--- src/rtl/rxf_pkg.sv ---
package rxf_pkg;

    typedef struct packed {
        logic brk;
        logic frm;
        logic par;
    } rxf_flags_t;

    typedef enum logic [1:0] {
        FILL_EMPTY = 2'd0,
        FILL_PART  = 2'd1,
        FILL_FULL  = 2'd2
    } fill_state_t;

    typedef enum logic {
        OVR_CLEAR = 1'b0,
        OVR_HELD  = 1'b1
    } ovr_state_t;

endpackage

--- src/rtl/rxf_fill_fsm.sv ---
module rxf_fill_fsm
    import rxf_pkg::*;
#(
    parameter int DEPTH = 64,
    localparam int PTR_W = (DEPTH > 1) ? $clog2(DEPTH) : 1,
    localparam int CNT_W = $clog2(DEPTH + 1)
) (
    input  logic             clk,
    input  logic             rst_n,
    input  logic             push,
    input  logic             pop,
    output logic [PTR_W-1:0] wr_ptr,
    output logic [PTR_W-1:0] rd_ptr,
    output logic [CNT_W-1:0] fill_cnt,
    output logic             full,
    output logic             empty
);

    fill_state_t state_q, state_d;

    // state register
    always_ff @(posedge clk or negedge rst_n) begin
        if (!rst_n) begin
            state_q <= FILL_EMPTY;
        end else begin
            state_q <= state_d;
        end
    end

    // next-state logic
    always_comb begin
        state_d = state_q;
        unique case (state_q)
            FILL_EMPTY: begin
                if (push) state_d = FILL_PART;
            end
            FILL_PART: begin
                if (push && !pop && fill_cnt == CNT_W'(DEPTH - 1))
                    state_d = FILL_FULL;
                else if (pop && !push && fill_cnt == CNT_W'(1))
                    state_d = FILL_EMPTY;
            end
            FILL_FULL: begin
                if (pop && !push) state_d = FILL_PART;
            end
            default: state_d = FILL_EMPTY;
        endcase
    end

    // outputs
    always_comb begin
        empty = (state_q == FILL_EMPTY);
        full  = (state_q == FILL_FULL);
    end

    function automatic logic [PTR_W-1:0] bump(input logic [PTR_W-1:0] p);
        return (p == PTR_W'(DEPTH - 1)) ? '0 : p + PTR_W'(1);
    endfunction

    always_ff @(posedge clk or negedge rst_n) begin
        if (!rst_n) begin
            wr_ptr   <= '0;
            rd_ptr   <= '0;
            fill_cnt <= '0;
        end else begin
            if (push) wr_ptr <= bump(wr_ptr);
            if (pop)  rd_ptr <= bump(rd_ptr);
            unique case ({push, pop})
                2'b10:   fill_cnt <= fill_cnt + CNT_W'(1);
                2'b01:   fill_cnt <= fill_cnt - CNT_W'(1);
                default: fill_cnt <= fill_cnt;
            endcase
        end
    end

    // simultaneous push and pop leaves occupancy unchanged
    a_r9_both_keeps_fill: assert property (@(posedge clk) disable iff (!rst_n)
        push && pop |=> $stable(fill_cnt));
    // state and count agree
    a_r2_empty_state_count: assert property (@(posedge clk) disable iff (!rst_n)
        empty == (fill_cnt == '0));
    a_r2_full_state_count: assert property (@(posedge clk) disable iff (!rst_n)
        full == (fill_cnt == CNT_W'(DEPTH)));

endmodule

--- src/rtl/rxf_store.sv ---
module rxf_store
    import rxf_pkg::*;
#(
    parameter int DATA_W = 8,
    parameter int DEPTH  = 64,
    localparam int PTR_W = (DEPTH > 1) ? $clog2(DEPTH) : 1,
    localparam int ENT_W = DATA_W + 3
) (
    input  logic              clk,
    input  logic              push,
    input  logic [PTR_W-1:0]  wr_ptr,
    input  logic [PTR_W-1:0]  rd_ptr,
    input  logic [DATA_W-1:0] in_data,
    input  rxf_flags_t        in_flags,
    output logic [DATA_W-1:0] head_data,
    output rxf_flags_t        head_flags
);

    logic [ENT_W-1:0] mem [DEPTH];

    always_ff @(posedge clk) begin
        if (push) mem[wr_ptr] <= {in_flags, in_data};
    end

    always_comb begin
        head_data  = mem[rd_ptr][DATA_W-1:0];
        head_flags = mem[rd_ptr][ENT_W-1:DATA_W];
    end

endmodule

--- src/rtl/rxf_err_tally.sv ---
module rxf_err_tally #(
    parameter int DEPTH = 64,
    localparam int CNT_W = $clog2(DEPTH + 1)
) (
    input  logic             clk,
    input  logic             rst_n,
    input  logic             add_err,
    input  logic             sub_err,
    output logic [CNT_W-1:0] err_cnt,
    output logic             err_any
);

    always_ff @(posedge clk or negedge rst_n) begin
        if (!rst_n) begin
            err_cnt <= '0;
        end else begin
            unique case ({add_err, sub_err})
                2'b10:   err_cnt <= err_cnt + CNT_W'(1);
                2'b01:   err_cnt <= err_cnt - CNT_W'(1);
                default: err_cnt <= err_cnt;
            endcase
        end
    end

    assign err_any = (err_cnt != '0);

    // tally never underflows
    a_r5_no_underflow: assert property (@(posedge clk) disable iff (!rst_n)
        sub_err && !add_err |-> err_cnt != '0);

endmodule

--- src/rtl/rxf_ovr_fsm.sv ---
module rxf_ovr_fsm
    import rxf_pkg::*;
(
    input  logic clk,
    input  logic rst_n,
    input  logic ovr_set,
    input  logic ovr_clr,
    output logic overrun
);

    ovr_state_t state_q, state_d;

    always_ff @(posedge clk or negedge rst_n) begin
        if (!rst_n) begin
            state_q <= OVR_CLEAR;
        end else begin
            state_q <= state_d;
        end
    end

    always_comb begin
        state_d = state_q;
        unique case (state_q)
            OVR_CLEAR: if (ovr_set) state_d = OVR_HELD;
            OVR_HELD:  if (ovr_clr && !ovr_set) state_d = OVR_CLEAR;
            default:   state_d = OVR_CLEAR;
        endcase
    end

    always_comb begin
        overrun = (state_q == OVR_HELD);
    end

endmodule

--- src/rtl/rx_err_fifo.sv ---
module rx_err_fifo
    import rxf_pkg::*;
#(
    parameter int DATA_W = 8,
    parameter int DEPTH  = 64,
    localparam int PTR_W = (DEPTH > 1) ? $clog2(DEPTH) : 1,
    localparam int CNT_W = $clog2(DEPTH + 1)
) (
    input  logic              clk,
    input  logic              rst_n,
    input  logic              wr_en,
    input  logic [DATA_W-1:0] wr_data,
    input  logic              wr_brk,
    input  logic              wr_frm,
    input  logic              wr_par,
    input  logic              rd_en,
    input  logic              lsr_rd,
    output logic [DATA_W-1:0] rd_data,
    output logic              head_brk,
    output logic              head_frm,
    output logic              head_par,
    output logic              err_any,
    output logic              overrun,
    output logic              empty
);

    logic             full;
    logic             push;
    logic             pop;
    logic [PTR_W-1:0] wr_ptr;
    logic [PTR_W-1:0] rd_ptr;
    logic [CNT_W-1:0] fill_cnt;
    logic [CNT_W-1:0] err_cnt;
    logic [DATA_W-1:0] mem_data;
    rxf_flags_t       mem_flags;
    rxf_flags_t       in_flags;

    assign in_flags = '{brk: wr_brk, frm: wr_frm, par: wr_par};
    assign push     = wr_en && !full;
    assign pop      = rd_en && !empty;

    rxf_fill_fsm #(.DEPTH(DEPTH)) u_fill (
        .clk      (clk),
        .rst_n    (rst_n),
        .push     (push),
        .pop      (pop),
        .wr_ptr   (wr_ptr),
        .rd_ptr   (rd_ptr),
        .fill_cnt (fill_cnt),
        .full     (full),
        .empty    (empty)
    );

    rxf_store #(.DATA_W(DATA_W), .DEPTH(DEPTH)) u_store (
        .clk        (clk),
        .push       (push),
        .wr_ptr     (wr_ptr),
        .rd_ptr     (rd_ptr),
        .in_data    (wr_data),
        .in_flags   (in_flags),
        .head_data  (mem_data),
        .head_flags (mem_flags)
    );

    rxf_err_tally #(.DEPTH(DEPTH)) u_tally (
        .clk     (clk),
        .rst_n   (rst_n),
        .add_err (push && (|in_flags)),
        .sub_err (pop && (|mem_flags)),
        .err_cnt (err_cnt),
        .err_any (err_any)
    );

    rxf_ovr_fsm u_ovr (
        .clk     (clk),
        .rst_n   (rst_n),
        .ovr_set (wr_en && full),
        .ovr_clr (lsr_rd),
        .overrun (overrun)
    );

    // head presentation, zero while empty
    always_comb begin
        rd_data  = empty ? '0 : mem_data;
        head_brk = !empty && mem_flags.brk;
        head_frm = !empty && mem_flags.frm;
        head_par = !empty && mem_flags.par;
    end

    // erroneous entries are a subset of the stored entries
    a_r5_err_within_fill: assert property (@(posedge clk) disable iff (!rst_n)
        err_cnt <= fill_cnt);
    a_r5_empty_no_err: assert property (@(posedge clk) disable iff (!rst_n)
        empty |-> !err_any);
    // a flagged head implies the summary bit
    a_r3_head_implies_summary: assert property (@(posedge clk) disable iff (!rst_n)
        (head_brk || head_frm || head_par) |-> err_any);
    // a write to a full FIFO raises overrun and leaves it full
    a_r6_full_write_overrun: assert property (@(posedge clk) disable iff (!rst_n)
        wr_en && full |=> overrun);
    a_r6_full_write_stays_full: assert property (@(posedge clk) disable iff (!rst_n)
        wr_en && full && !rd_en |=> full && $stable(err_cnt));
    // a line status read clears overrun unless a new drop coincides
    a_r7_lsr_clears: assert property (@(posedge clk) disable iff (!rst_n)
        lsr_rd && !(wr_en && full) |=> !overrun);
    // a pop request on an empty FIFO is inert
    a_r8_empty_read_inert: assert property (@(posedge clk) disable iff (!rst_n)
        empty && rd_en && !wr_en |=> empty && $stable(err_cnt));

endmodule

--- config.mk ---
export PLATFORM = sky130hd
export DESIGN_NAME = rx_err_fifo
export DESIGN_NICKNAME = d
export VERILOG_FILES = /design/src/rtl/rxf_pkg.sv /design/src/rtl/rxf_fill_fsm.sv /design/src/rtl/rxf_store.sv /design/src/rtl/rxf_err_tally.sv /design/src/rtl/rxf_ovr_fsm.sv /design/src/rtl/rx_err_fifo.sv
export SDC_FILE = /design/constraint.sdc
export NUM_CORES = 1
export LEC_CHECK = 0
export CAP_MARGIN = 20
export CORE_UTILIZATION = 25
export CTS_BUF_LIST = sky130_fd_sc_hd__clkbuf_8 sky130_fd_sc_hd__clkbuf_16
export DETAILED_ROUTE_END_ITERATION = 8
export PLACE_DENSITY = 0.37
export SLEW_MARGIN = 20
export SYNTH_ARGS = -nofsm -noshare
export SYNTH_HDL_FRONTEND = slang
export SYNTH_SLANG_ARGS = --single-unit
export TNS_END_PERCENT = 10
--- constraint.sdc ---
create_clock -name clk -period 11.8 [get_ports clk]
set_clock_uncertainty 0.15 [all_clocks]
set_input_delay 1.18 -clock clk [delete_from_list [all_inputs] [get_ports clk]]
set_output_delay 1.18 -clock clk [all_outputs]
set_load 0.005 [all_outputs]
==> run metrics <==
Max IR drop VDD=roughly 0.00012 V; Via Count=14060; RSZ-0062 raised after global routing=no; Synth Warn #=0; Psw=2.429 mW; DRT antenna net count=0; vias in the first global route=14810; top sig layer=met4; initial antenna violation count=5; Worst R2R Path Depth=19; maximum fanout along the worst path=a little over 40; EDFF count, synth=between 700 and 800; pin count of the biggest net entering global routing=96; leading cell type by number of instances after synthesis=edfxtp_1; largest area contributor in the netlist=edfxtp_1; CTS sink count=between 700 and 800; Max Freq=roughly 0.16 GHz; number of synthesized register bits=~730; routed vias/inst=4.558; met1 WL=~37000 µm; die height=approximately 340 µm; routed wire length=just over 80000 µm; dominant cells by area after synthesis=edfxtp_1 (73%), mux4_2 (13%), mux2i_1 (2.7%); Hold WC Path Type=reg2reg; critical path endpoint category=primary output; max-slew violations=0; Initial DRT Pass Iterations=7; H-Tree Depth=3; Max-Cap Viols=0; relative max-transition margin=0.2788; hpwl dp=a little under 50000 µm; synthesis-to-layout area growth=16.89%; Mapped Nets=1459; Mapped Avg Cell Area=roughly 20 µm²; Hold Buf Count CTS=0; Core Box Area=between 100000 and 150000 µm²; cell area power density=230.2 nW/µm²; PortBufs=29; sequential fraction of the synthesis area=0.7533; Starting Density=0.2532; fin nets=~1500; DR WL met3=between 3000 and 4000 µm; Commonest cells post-synth=edfxtp_1 (704), mux4_2 (173), nor2_1 (84), mux2i_1 (79), nand2_1 (49); Pleak=10.60 nW; first-pass GRT wire length=116500 µm; combinational share of power=0.271; switching share of power=0.3110; slew at the pin closest to its max-slew limit=~1100 ps; worst setup margin=approximately 5500 ps; GRT Overall Usage=0.1411; met2 routed WL=39760 µm; failing checks=DRC; Yosys cell types=46; Max Root-Sink Buffers=3; CTS buffer count=83; startpoint types=flop; Final min period=between 6000 and 7000 ps; Hold WS=between 300 and 400 ps; Clk pwr share=0.328; TNS Setup=0 ps; RR Endpoint=u_tally.err_cnt[6]; Setup crit end=rd_data[4]; status=finished with violations; cells after synthesis=between 1000 and 1500; grt total ovfl=0; asr flop ratio synth=0.03956; share of the synthesized area in the top cell type=0.7283; WP data arrival=5000 ps; Die Area=approximately 120000 µm²; # fillers=approximately 11000; die width=342.7 µm; main flop type after synthesis=edfxtp_1; DR iter-0 viols=about 1000; Flop pwr share=0.401; Setup-failing EPs final=0; crit share post-route=0.5365; RD Place Congestion=approximately 0.74; Clock Latency Late Sink=between 600 and 700 ps; CP Launch Point=u_fill.rd_ptr[1]; Ant. Diodes=0; post-CTS sizing=0; clock slew at reported path FFs=roughly 60 ps; Critical Path RT=roughly 10000 ps; FP Rows=about 120; setup slack, reg-to-reg=between 5000 and 6000 ps; TritonCTS clock tree=done; total power draw=roughly 7.8 mW; I/O Pins=30; Final Hold Viols=0; worst flop-to-flop path startpoint=u_fill.rd_ptr[1]; wire per inst=around 27 µm; post-CTS setup buffer count=0; P_int=5.382 mW; pre-CTS WS=between 5000 and 6000 ps; Residual DRC=4; Post-Syn Area=around 29000 µm²; layout cells sized above 1=0.2576; CTS Root Cell=clkbuf_16; CP Class=reg2out
registers in the layout, indices dropped and copies added (netlist names):
signal / cells
u_ovr.overrun: 1
u_fill.wr_ptr: 6
u_fill.state_q: 2
u_tally.err_cnt: 7
u_fill.rd_ptr: 6
u_store.mem: 704
u_fill.fill_cnt: 7
layout make-up:
cell class                      count  area [µm²]  area share
Timing Repair Buffer               73       581.8     0.01715
Multi-Input combinational cell    605        6854      0.2020
Sequential cell                   733       21880      0.6447
Tap cell                         1512        1892     0.05576
Clock inverter                     62       546.8     0.01611
Inverter                           14       52.55    0.001549
Clock buffer                       85        2127     0.06269
per-layer routing:
| metal | global-route usage | vias up |
|---|---|---|
| li1 | - | 6022 |
| met1 | 0.1912 | 7629 |
| met2 | 0.2321 | 309 |
| met3 | 0.02327 | 97 |
| met4 | 0.04102 | 0 |
| met5 | 0 | - |
cell usage in the layout, fill, tap and decap left out, types with 3 or more instances in the layout:
master	Yosys	routed
inv_1	13	29
edfxtp_1	704	704
buf_4	6	42
a22oi_1	20	20
inv_6	0	4
clkinv_1	1	13
dfrtp_1	29	25
nand3_1	28	28
nand2b_1	9	9
o21ai_0	17	17
buf_2	26	11
clkinvlp_4	0	3
ha_1	13	13
a22o_1	3	3
clkdlybuf4s50_1	0	18
a31oi_1	3	3
nor2_2	0	45
clkbuf_16	0	85
bufinv_16	0	10
a211oi_1	21	21
nand4_1	9	9
nor2_1	84	38
nand2_1	49	49
o31ai_1	3	3
clkinv_2	0	16
and2_1	3	3
xnor2_1	10	10
a21oi_1	19	19
nor2b_1	19	18
mux2i_1	79	79
nor3_1	8	7
xor2_1	7	7
mux4_2	173	173
nor4_1	3	3
critical path: stages (launching register included):
cell             delay (ps)
dfrtp_4                 880
buf_4                   540
buf_4                   610
mux4_2                  440
mux4_2                  490
mux2i_1                 540
a211oi_1                250
clkdlybuf4s50_1         530
worst min path at each step:
stage / slack, ps / end / from / cells after the start
global route: 370 / u_tally.err_cnt[6] / u_tally.err_cnt[6] / 1
global placement: 320 / u_tally.err_cnt[6] / u_tally.err_cnt[6] / 1
CTS: 330 / u_tally.err_cnt[6] / u_tally.err_cnt[6] / 1
detailed placement: 320 / u_tally.err_cnt[6] / u_tally.err_cnt[6] / 1
finish: 320 / u_tally.err_cnt[6] / u_tally.err_cnt[6] / 1
floorplan: 300 / u_tally.err_cnt[6] / u_tally.err_cnt[6] / 1
per-stage QoR:
step / std cells / area, µm² / utilization
after global routing: 3084 / 33930 / 0.2959
after floorplan: 1429 / 29030 / -
final: 3084 / 33930 / 0.2959
after global placement: 2936 / 31240 / 0.2725
after CTS: 3084 / 33930 / 0.2959
after detailed placement: 2937 / 31250 / 0.2726
power by group through the flow:
| stage | combinational (mW) | sequential (mW) | clock (mW) |
|---|---|---|---|
| detailed placement | 2.16 | 3.19 | 0 |
| finish | 2.12 | 3.13 | 2.56 |
| global placement | 2.17 | 3.19 | 0 |
| CTS | 2.17 | 3.13 | 2.64 |
| global route | 2.27 | 3.15 | 2.73 |
| floorplan | 1.37 | 3.07 | 0 |
kinds of logic after synthesis:
| group | share of synthesized area |
|---|---|
| buf+inv | 0.01573 |
| flops | 0.7533 |
| simple gates | 0.03621 |
| fa+ha+maj | 0.006294 |
| xor+xnor | 0.005129 |
| mux | 0.1615 |
| compound gates | 0.02185 |
Note: power is estimated with default switching activity, not from simulation.
